`config.mk`:
```
export PLATFORM = sky130hd
export DESIGN_NAME = scratch_coher_fx
export DESIGN_NICKNAME = d
export VERILOG_FILES = /design/src/rtl/scratch_coher_fx.sv
export SDC_FILE = /design/constraint.sdc
export NUM_CORES = 1
export LEC_CHECK = 0
export ABC_AREA = 0
export ABC_CLOCK_PERIOD_IN_PS = 5600
export BUFFER_PORTS_ARGS = -buffer_cell sky130_fd_sc_hd__buf_2
export CAP_MARGIN = 20
export CORE_UTILIZATION = 30
export CTS_CLUSTER_DIAMETER = 80
export CTS_CLUSTER_SIZE = 14
export DETAILED_ROUTE_END_ITERATION = 7
export SLEW_MARGIN = 20
export SYNTH_ARGS = -nofsm -noshare
export SYNTH_HDL_FRONTEND = slang
export SYNTH_SLANG_ARGS = --single-unit
```
`constraint.sdc`:
```
create_clock -name clk -period 5.6 [get_ports clk]
set_clock_uncertainty 0.15 [all_clocks]
set_input_delay 1.12 -clock clk [delete_from_list [all_inputs] [get_ports clk]]
set_output_delay 1.12 -clock clk [all_outputs]
set_load 0.005 [all_outputs]
```
`src/rtl/scratch_coher_fx.sv`:
```
module scratch_coher_fx #(
  parameter int ADDR_W = 16,
  parameter int NSCR = 8,
  parameter logic [ADDR_W-1:0] SCR0_ADDR = 16'h0100,
  parameter logic [ADDR_W-1:0] MASK_ADDR = 16'h0110,
  parameter logic [ADDR_W-1:0] SBASE_ADDR = 16'h0111,
  parameter logic [ADDR_W-1:0] CSTAT_ADDR = 16'h0120,
  parameter logic [ADDR_W-1:0] CBASE_ADDR = 16'h0121,
  parameter logic [ADDR_W-1:0] CSIZE_ADDR = 16'h0122,
  parameter int VC_BIT = 24,
  parameter int TC_BIT = 25
) (
  input  logic              clk,
  input  logic              rst_n,
  input  logic              wr_en,
  input  logic [ADDR_W-1:0] wr_addr,
  input  logic [31:0]       wr_data,
  output logic              wr_ready,
  output logic              mem_valid,
  output logic [31:0]       mem_addr,
  output logic [31:0]       mem_data,
  input  logic              mem_ready,
  input  logic              coh_req,
  output logic              coh_done,
  output logic              coh_acted,
  output logic              coh_vc,
  output logic              coh_tc,
  output logic [31:0]       coh_base,
  output logic [31:0]       coh_size,
  output logic [31:0]       coh_stat
);
  localparam int IDX_W = (NSCR > 1) ? $clog2(NSCR) : 1;

  logic [NSCR-1:0]   scr_mask;
  logic [31:0]       scr_base;
  logic [31:0]       stat_q, cbase_q, csize_q;
  logic [ADDR_W-1:0] scr_off;
  logic [IDX_W-1:0]  scr_idx;
  logic              scr_hit, mirror, issue, stat_wr, stat_dirty;

  assign scr_off    = wr_addr - SCR0_ADDR;
  assign scr_hit    = scr_off < ADDR_W'(NSCR);
  assign scr_idx    = scr_off[IDX_W-1:0];
  assign mirror     = scr_hit && scr_mask[scr_idx];
  assign wr_ready   = !mirror || !mem_valid || mem_ready;
  assign issue      = wr_en && wr_ready && mirror;
  assign stat_wr    = wr_en && (wr_addr == CSTAT_ADDR);
  assign stat_dirty = stat_q[31];

  always_ff @(posedge clk) begin
    if (!rst_n) begin
      scr_mask <= '0;
      scr_base <= '0;
      cbase_q  <= '0;
      csize_q  <= '0;
    end else if (wr_en) begin
      if (wr_addr == MASK_ADDR)  scr_mask <= wr_data[NSCR-1:0];
      if (wr_addr == SBASE_ADDR) scr_base <= wr_data;
      if (wr_addr == CBASE_ADDR) cbase_q  <= wr_data;
      if (wr_addr == CSIZE_ADDR) csize_q  <= wr_data;
    end
  end

  always_ff @(posedge clk) begin
    if (!rst_n) begin
      mem_valid <= 1'b0;
      mem_addr  <= '0;
      mem_data  <= '0;
    end else if (issue) begin
      mem_valid <= 1'b1;
      mem_addr  <= scr_base + (32'(scr_idx) << 2);
      mem_data  <= {wr_data[7:0], wr_data[15:8], wr_data[23:16], wr_data[31:24]};
    end else if (mem_ready) begin
      mem_valid <= 1'b0;
    end
  end

  always_ff @(posedge clk) begin
    if (!rst_n) begin
      stat_q    <= '0;
      coh_done  <= 1'b0;
      coh_acted <= 1'b0;
      coh_vc    <= 1'b0;
      coh_tc    <= 1'b0;
      coh_base  <= '0;
      coh_size  <= '0;
      coh_stat  <= '0;
    end else begin
      coh_done <= coh_req;
      if (coh_req) begin
        coh_acted <= stat_dirty;
        coh_vc    <= stat_dirty && stat_q[VC_BIT];
        coh_tc    <= stat_dirty && stat_q[TC_BIT];
        coh_base  <= cbase_q;
        coh_size  <= csize_q;
        coh_stat  <= stat_q;
      end
      if (stat_wr)                    stat_q <= wr_data | 32'h8000_0000;
      else if (coh_req && stat_dirty) stat_q <= '0;
    end
  end

  a_r8_hold_request: assert property (@(posedge clk) disable iff (!rst_n)
    (mem_valid && !mem_ready) |=> (mem_valid && $stable(mem_addr) && $stable(mem_data)));

  a_r2_only_on_scratch: assert property (@(posedge clk) disable iff (!rst_n)
    $rose(mem_valid) |-> $past(wr_en && scr_hit));

  a_r9_stall: assert property (@(posedge clk) disable iff (!rst_n)
    (mem_valid && !mem_ready && mirror) |-> !wr_ready);

  a_r5_dirty_mark: assert property (@(posedge clk) disable iff (!rst_n)
    stat_wr |=> stat_q[31]);

  a_r7_clear: assert property (@(posedge clk) disable iff (!rst_n)
    (coh_req && !stat_wr) |=> (coh_done && stat_q == 32'd0));

  a_r6_idle_report: assert property (@(posedge clk) disable iff (!rst_n)
    (coh_done && !coh_acted) |-> (!coh_vc && !coh_tc));
endmodule

```
==> results by group, run 1 <==
Floorplan
  • Number of placement rows: 70
  • Vertical die dimension: between 150 and 200 µm
  • Die Outline Area: 0.0383 mm²
  • Placeable core area: 0.0368 mm²
  • Die width: ~200 µm
  • Boundary Pins: 219
  • Starting Density: between 30% and 40%

CTS
  • Number of clock sinks: 300
  • Number of clock buffers inserted by TritonCTS: 27
  • Number of hold buffers added after cts: 0
  • Later-pin clock latency in the skew report: ~0.55 ns
  • Clock-pin slew on the worst setup and hold paths: 0.06 ns
  • TritonCTS clock tree: yes
  • Cell chosen for the clock root: sky130_fd_sc_hd__clkbuf_16
  • Number of buffers inserted to repair setup after CTS: 0
  • Maximum root-to-sink buffer count: 3
  • Post-cts resize count: 0
  • Level count of the clock H-tree: 1

Yosys
  • Cell count after synthesis: 1218
  • Warning count from the yosys run: 0
  • Distinct cell type count of the synthesized netlist: 43
  • Portion of the post-synthesis area used by sequential elements: 53.3%
  • Net count after synthesis: 1275
  • Flops & latches, synth: 300
  • Average size of a mapped cell: 9.25 µm²
  • Netlist Area Pre-Place: 0.0113 mm²

Global route
  • Vias in the first global route: ~8500
  • Number of antenna violations at the first check in global routing: 4
  • Largest net degree at the start of global routing: 94
  • Wire length of the first global-routing pass: 50.5 mm
  • Total gr overflow: 0
  • Total GRT Usage: 16.9%

Final layout
  • Layout overhead on the synthesized area: 20.1%
  • Filler-free cell count of the finished design: approximately 1900
  • Final std cell area, no fill: 0.0135 mm²
  • Final layout net count: ~1500
  • Fraction of layout instances using a drive strength above 1: around 20%

Setup path
  • Depth of the worst register-to-register path: 8
  • Kind of start point of the critical path: primary input
  • WP depth: 5
  • Critical-path maximum fanout: 6
  • Cell family with the largest share of critical-path delay: simple AND/OR/NAND/NOR gates
  • Most frequent cell on the critical path: sky130_fd_sc_hd__buf_2
  • Crit path arrival time: 2.59 ns
  • Worst setup EP type: output port
  • Classification of the worst setup path: primary input to output port
  • Largest stage delay, worst path: 0.58 ns
  • Required time of the critical path: around 4.3 ns
  • Crit path buf inv count: 2
  • Cell-by-cell trace of the critical path: buf_2, nor4b_1, nand3_1, or4_1, buf_2
  • Slowest stage cell on the critical path: sky130_fd_sc_hd__or4_1

Power and ir drop
  • Switching part of the total: between 20% and 30%
  • Share of total power in the clock network: 43.2%
  • Leakage Power: approximately 5.5 nW
  • Share of total power in sequential cells: a little over half
  • Maximum VDD drop: 0.255 mV
  • Switching power total: slightly above 0.9 mW
  • Internal Dissipation: slightly above 3 mW
  • Comb pwr share: 3.8%
  • Power density of the placed cells: 297 mW/mm²

Drt
  • Initial DRC count: a little under 400
  • Antenna Violating Nets Remaining: 0
  • Total Routed Length: 33.1 mm
  • Via count: 8893
  • Average wire length per cell after detail routing: between 15 and 20 µm
  • Number of detailed-route iterations in the first pass: 5
  • Vias per std cell: around 4.8
  • DR DRC count: 0

Timing
  • Actual transition at the worst max-transition pin: 0.990 ns
  • Share of the clock period used by the worst path after layout: 68.9%
  • Final hold slack: 0.299 ns
  • Count of final hold-check violations: 0
  • Maximum frequency from static timing analysis: between 200 and 300 MHz
  • Max-slew violation total from the final report: 0
  • Setup_tns: 0 ns
  • RSZ-0062 raised after global routing: false
  • Min Tclk post-route: 3.86 ns
  • Slew Limit Headroom: 33.8%
  • Endpoints failing setup: 0

Placed design
  • Input/output buffers: 218
  • Total half-perimeter wirelength after legalization and detailed placement: 23.1 mm
  • Placer congestion estimate: 0.822
  • Placed Instance Area: 0.0128 mm²
  • Dpl cells: ~1800

Run status
  • Outcome: complete, no violations

Min path
  • Class of the most critical hold timing path: flop to flop
  • Hold-critical path depth: 2

Run
  • Number of max-capacitance violations reported: 0
==> worst min-delay path, cell delays in order, from the launching register on <==
cell and delay (ns):
sky130_fd_sc_hd__dfxtp_1 0.31, sky130_fd_sc_hd__nand2_1 0.05, sky130_fd_sc_hd__a21oi_1 0.05
==> synth_stat cells (all sizes together) <==
master	number	area, µm²
and2	3	18.8
nor4b	3	47.5
inv	8	30.0
o21ai	48	240
or2	1	6.26
xor2	14	123
nor2b	2	12.5
nor3	11	55.1
o2111ai	2	17.5
fa	1	20.0
or3	3	18.8
o21a	2	15.0
ha	3	37.5
clkbuf	61	229
a31oi	1	6.26
nor4	9	77.6
nand2	254	953
a211oi	12	90.1
dfxtp	300	6010
mux2i	168	1690
nor2	111	422
nand3	42	210
and4	7	61.3
or4	3	22.5
buf	25	134
and3	4	25.0
o211ai	3	22.5
mux4	2	45.0
a21o	1	7.51
nand4	8	50.1
nand2b	4	25.0
xnor2	12	105
a21oi	90	450
==> cells in the final DEF (no fill, tap or decap), drive strengths merged <==
| master | Yosys | layout |
|---|---|---|
| mux2i | 168 | 168 |
| diode | 0 | 3 |
| nor4b | 3 | 3 |
| o21ai | 48 | 48 |
| mux4 | 2 | 2 |
| inv | 8 | 9 |
| clkinv | 0 | 4 |
| nor2b | 2 | 2 |
| or4 | 3 | 3 |
| and2 | 3 | 3 |
| nand3 | 42 | 42 |
| xnor2 | 12 | 12 |
| nor2 | 111 | 111 |
| and4 | 7 | 7 |
| a21o | 1 | 1 |
| a21oi | 90 | 90 |
| nor4 | 9 | 9 |
| bufinv | 0 | 1 |
| o2111ai | 2 | 2 |
| nand2b | 4 | 4 |
| nand4 | 8 | 8 |
| buf | 25 | 233 |
| or2 | 1 | 1 |
| dfxtp | 300 | 300 |
| o211ai | 3 | 3 |
| ha | 3 | 3 |
| o21a | 2 | 2 |
| a211oi | 12 | 12 |
| nor3 | 11 | 11 |
| or3 | 3 | 3 |
| xor2 | 14 | 14 |
| fa | 1 | 1 |
| a31oi | 1 | 1 |
| clkbuf | 61 | 28 |
| nand2 | 254 | 254 |
| and3 | 4 | 4 |
==> power by group through the flow <==
stage / Clock [mW] / Sequential [mW] / Combinational, mW
6_report: 1.74 / 2.13 / 0.151
5_1_grt: 1.88 / 2.13 / 0.164
4_1_cts: 1.79 / 2.13 / 0.156
3_5_place_dp: 0 / 2.18 / 0.156
3_3_place_gp: 0 / 2.18 / 0.153
2_1_floorplan: 0 / 2.18 / 0.0801
==> cells by family after synthesis <==
group	Yosys count	share of synthesized area, %
xor+xnor	26	2.02
compound gates	159	7.54
fa+ha+maj	4	0.511
simple gates	465	17.8
mux	170	15.4
flops	300	53.3
buf+inv	94	3.49
==> per-layer routing <==
| layer | routed length [µm] | GRT usage [%] |
|---|---|---|
| met1 | 15100 | 22.2 |
| met2 | 15300 | 28.1 |
| met3 | 1950 | 3.37 |
| met4 | 743 | 4.51 |
| met5 | 13 | 0 |
==> state kept, by name, summed over array words and instances, names as in the netlist <==
register	flops
coh_done	1
scr_base	32
coh_vc	1
coh_size	32
csize_q	32
mem_addr	32
cbase_q	32
mem_data	32
coh_base	32
stat_q	32
mem_valid	1
coh_stat	31
coh_tc	1
scr_mask	8
coh_acted	1
==> cell type report <==
class,instances,area (µm²)
Fill cell,3789,23300
Sequential cell,300,6010
Multi-Input combinational cell,824,4900
Timing Repair Buffer,233,1230
Clock buffer,28,689
Tap cell,468,586
Clock inverter,6,81.3
Inverter,8,35.0
Antenna cell,3,7.51
==> path summary, 6_finish.rpt <==
kind	endpoint	slack, ns	from
hold reg to reg	mem_data[2]	0.30	mem_data[2]
setup / recovery	wr_ready	1.74	wr_addr[10]
hold / removal	mem_data[2]	0.30	mem_data[2]
setup reg to reg	mem_addr[14]	2.85	scr_base[2]
==> metrics by stage <==
step	setup slack (ns)	utilization, %	total power, mW
3_3_place_gp	1.71	34.6	2.33
4_1_cts	1.73	36.8	4.08
3_5_place_dp	1.72	34.7	2.34
2_1_floorplan	2.15	-	2.26
6_report	1.74	36.8	4.03
5_1_grt	1.60	36.8	4.17
No activity file was read; power rests on OpenSTA's default activity.
==> inputs of run 2 (changes only) <==
--- a/config.mk
+++ b/config.mk
@@ -5,8 +5,8 @@
 export SDC_FILE = /design/constraint.sdc
 export NUM_CORES = 1
 export LEC_CHECK = 0
-export ABC_AREA = 0
-export ABC_CLOCK_PERIOD_IN_PS = 5600
+export ABC_AREA = 1
+export ABC_CLOCK_PERIOD_IN_PS = 3100
 export BUFFER_PORTS_ARGS = -buffer_cell sky130_fd_sc_hd__buf_2
 export CAP_MARGIN = 20
 export CORE_UTILIZATION = 30
==> constraint.sdc (replaced) <==
create_clock -name clk -period 3.1 [get_ports clk]
set_clock_uncertainty 0.15 [all_clocks]
set_input_delay 0.62 -clock clk [delete_from_list [all_inputs] [get_ports clk]]
set_output_delay 0.62 -clock clk [all_outputs]
set_load 0.005 [all_outputs]
==> results by group, run 2 <==
Run status
  • Outcome: complete, no violations

Yosys
  • Dominant synthesized flop cell: sky130_fd_sc_hd__dfxtp_1
  • Cell type with the highest aggregate area in the netlist: sky130_fd_sc_hd__dfxtp_1
  • Flops & latches, synth: 300 (unchanged)
  • Count leader, synth: sky130_fd_sc_hd__dfxtp_1
  • Average size of a mapped cell: 7.32 µm² (-21%)
  • Distinct cell type count of the synthesized netlist: 26 (-40%)
  • Netlist Area Pre-Place: 0.0119 mm² (+5.3%)
  • Portion of the post-synthesis area used by sequential elements: 50.6% (-2.7 points)
  • Area fraction of the dominant cell type after synthesis: 50.6% (-2.7 points)
  • Number of enable flip-flop cells after synthesis: 0 (unchanged)
  • Net count after synthesis: 1678 (+32%)
  • Ranking of synthesized cells by area: sky130_fd_sc_hd__dfxtp_1 (51%), sky130_fd_sc_hd__nor2_1 (8.4%), sky130_fd_sc_hd__nand2_1 (8.3%)
  • Cell count after synthesis: 1621 (+33%)
  • Ys async rst share: 0% (unchanged)
  • Warning count from the yosys run: 0 (unchanged)
  • Top post-synthesis cells by count: sky130_fd_sc_hd__dfxtp_1 (300), sky130_fd_sc_hd__nor2_1 (267), sky130_fd_sc_hd__nand2_1 (261), sky130_fd_sc_hd__inv_1 (204), sky130_fd_sc_hd__a21oi_1 (173)

Floorplan
  • Starting Density: 30.6% (-0.074 points)
  • Die width: 201 µm (+2.6%)
  • Vertical die dimension: 201 µm (+2.6%)
  • Boundary Pins: 219 (unchanged)
  • Number of placement rows: 72 (+2.9%)
  • Die Outline Area: 0.0404 mm² (+5.2%)
  • Placeable core area: 0.0388 mm² (+5.6%)

Setup path
  • Required time of the critical path: 2.33 ns (-2.00 ns)
  • Depth of the worst register-to-register path: 13 (+5)
  • Kind of start point of the critical path: flop
  • Reg-to-reg slack, setup: 0.76 ns (-2.09 ns)
  • Crit path to: wr_ready
  • Beginning of the critical path: scr_mask[3]
  • Cell-by-cell trace of the critical path: nand2_1, nand3_1, nand3_1, nand2_1, nand4_1, buf_2
  • Crit path arrival time: 1.68 ns (-0.91 ns)
  • Slowest stage cell on the critical path: sky130_fd_sc_hd__dfxtp_1
  • Worst setup EP type: output port
  • Critical-path maximum fanout: 6 (unchanged)
  • Largest stage delay, worst path: 0.36 ns (-0.22 ns)
  • Classification of the worst setup path: flop to output port
  • Capturing point of the worst reg2reg path: mem_addr[16]
  • RR Startpoint: scr_base[2]

Placed design
  • Input/output buffers: 218 (unchanged)
  • Placer congestion estimate: 0.924 (+12%)
  • Total half-perimeter wirelength after legalization and detailed placement: 27.0 mm (+17%)
  • Pre-CTS setup slack: 0.317 ns (-1.40 ns)

Final layout
  • Most common library cell in the layout ignoring fill and taps: sky130_fd_sc_hd__dfxtp_1
  • Antenna diode count: 0 (-3)
  • Layout overhead on the synthesized area: 19.7%
  • Fraction of layout instances using a drive strength above 1: 16.0% (-4.1 points)
  • Most frequent cells in the layout: sky130_fd_sc_hd__dfxtp_1 (300), sky130_fd_sc_hd__nor2_1 (266), sky130_fd_sc_hd__nand2_1 (260)
  • Final layout net count: 1854 (+28%)

Power and ir drop
  • Power density of the placed cells: 532 mW/mm² (+79%)
  • Share of total power in sequential cells: 52.2% (-0.8 points)
  • Internal Dissipation: 5.71 mW (+84%)
  • Share of total power in the clock network: 42.0% (-1.2 points)
  • Comb pwr share: 5.8% (+2.0 points)
  • Switching part of the total: 24.5% (+1.5 points)
  • Leakage Power: 6.18 nW (+13%)
  • Switching power total: 1.85 mW (+100%)
  • Maximum VDD drop: 0.434 mV (+70%)

CTS
  • Number of buffers inserted to repair setup after CTS: 0 (unchanged)
  • Maximum root-to-sink buffer count: 3 (unchanged)
  • Number of clock buffers inserted by TritonCTS: 27 (unchanged)
  • Post-cts resize count: 0 (unchanged)
  • Cell chosen for the clock root: sky130_fd_sc_hd__clkbuf_16
  • TritonCTS clock tree: yes
  • Number of clock sinks: 300 (unchanged)
  • Level count of the clock H-tree: 1 (unchanged)
  • Later-pin clock latency in the skew report: 0.57 ns (+0.02 ns)
  • Number of hold buffers added after cts: 0 (unchanged)
  • Clock-pin slew on the worst setup and hold paths: 0.07 ns (about the same)

Timing
  • Slew Limit Headroom: 56.4% (+23 points)
  • Count of final hold-check violations: 0 (unchanged)
  • Min Tclk post-route: 2.45 ns
  • Share of the clock period used by the worst path after layout: 79.1%
  • RSZ-0062 raised after global routing: false
  • Actual transition at the worst max-transition pin: 0.653 ns (-0.337 ns)
  • Endpoints failing setup: 0 (unchanged)
  • Max-slew violation total from the final report: 0 (unchanged)
  • Maximum frequency from static timing analysis: 408 MHz
  • Setup_tns: 0 ns (unchanged)
  • PnR worst setup slack: 0.648 ns (-1.09 ns)

Run
  • Number of max-capacitance violations reported: 0 (unchanged)

Drt
  • Total Routed Length: 39.7 mm (+20%)
  • Initial DRC count: 547 (+40%)
  • Vias per std cell: 4.60 (-3.3%)
  • Antenna Violating Nets Remaining: 0 (unchanged)
  • Number of detailed-route iterations in the first pass: 5 (unchanged)
  • Via count: 10700 (+20%)
  • DR DRC count: 0 (unchanged)
  • Average wire length per cell after detail routing: 17.1 µm (-3.4%)

Global route
  • Vias in the first global route: 9930 (+17%)
  • Largest net degree at the start of global routing: 108 (+15%)
  • Total gr overflow: 0 (unchanged)
  • Wire length of the first global-routing pass: 60.3 mm (+19%)
  • Total GRT Usage: 19.4% (+2.5 points)
  • Number of antenna violations at the first check in global routing: 4 (unchanged)

Min path
  • Class of the most critical hold timing path: primary input to flop
-- run 2: cell types whose count changed in the layout (fill, tap and decap cells not counted), sizes merged, moves of 11 or more --
cell and delta:
mux2i -168, o21ai +120, xnor2 -11, nor2 +158, a21oi +84, inv +200, nand3 +23, a211oi +20
-- run 2: worst min path at each step --
stage	startpoint	to	slack (ns)	cells after the start
after floorplan	scr_mask[2]	scr_mask[2]	0.27	2
after global placement	scr_base[1]	scr_base[1]	0.29	2
after global routing	wr_data[28]	stat_q[28]	0.23	3
final	wr_data[31]	mem_data[7]	0.24	3
after detailed placement	scr_base[0]	scr_base[0]	0.29	2
after CTS	wr_data[30]	stat_q[30]	0.22	3
-- run 2: critical path: cells and delay by family, from the launching register on --
family	cells	cell delay [ns]
simple gates	5	0.59
flops	1	0.36
buf+inv	1	0.16
-- run 2: logic make-up after synthesis --
group	count (synthesis)	share of synthesized area [%]
compound gates	379	16.8
simple gates	618	20.8
flops	300	50.6
buf+inv	304	10.1
fa+ha+maj	4	0.485
xor+xnor	16	1.18
-- run 2: stage by stage --
stage / area (µm²) / instances / util [%] / power [mW] / hold WS (ns)
after CTS: 14200 / 2321 / 36.6 / 7.66 / 0.220
after floorplan: 11900 / 1621 / - / 4.22 / 0.274
after detailed placement: 13400 / 2286 / 34.6 / 4.47 / 0.292
final: 14200 / 2321 / 36.6 / 7.56 / 0.245
after global routing: 14200 / 2321 / 36.6 / 7.85 / 0.235
after global placement: 13400 / 2286 / 34.6 / 4.47 / 0.286
-- run 2: cell type report --
class | count | area (µm²)
Multi-Input combinational cell | 1017 | 4680
Inverter | 208 | 781
Sequential cell | 300 | 6010
Clock inverter | 6 | 91.3
Fill cell | 4111 | 24600
Tap cell | 518 | 648
Clock buffer | 29 | 683
Timing Repair Buffer | 243 | 1310
-- run 2: power groups by stage --
| stage | Sequential [mW] | Clock (mW) | Combinational (mW) |
|---|---|---|---|
| after global placement | 4.03 | 0 | 0.442 |
| after detailed placement | 4.03 | 0 | 0.445 |
| final | 3.94 | 3.18 | 0.441 |
| after floorplan | 4.03 | 0 | 0.181 |
| after CTS | 3.94 | 3.27 | 0.448 |
| after global routing | 3.95 | 3.42 | 0.486 |
-- run 2: metal layers --
metal / GRT usage, % / vias to the layer above / wire length, µm
met2: 32.0 / 243 / 18200
met3: 4.04 / 49 / 2190
met4: 4.31 / 0 / 832
met5: 0 / - / 0
li1: - / 5484 / -
met1: 25.9 / 4893 / 18500
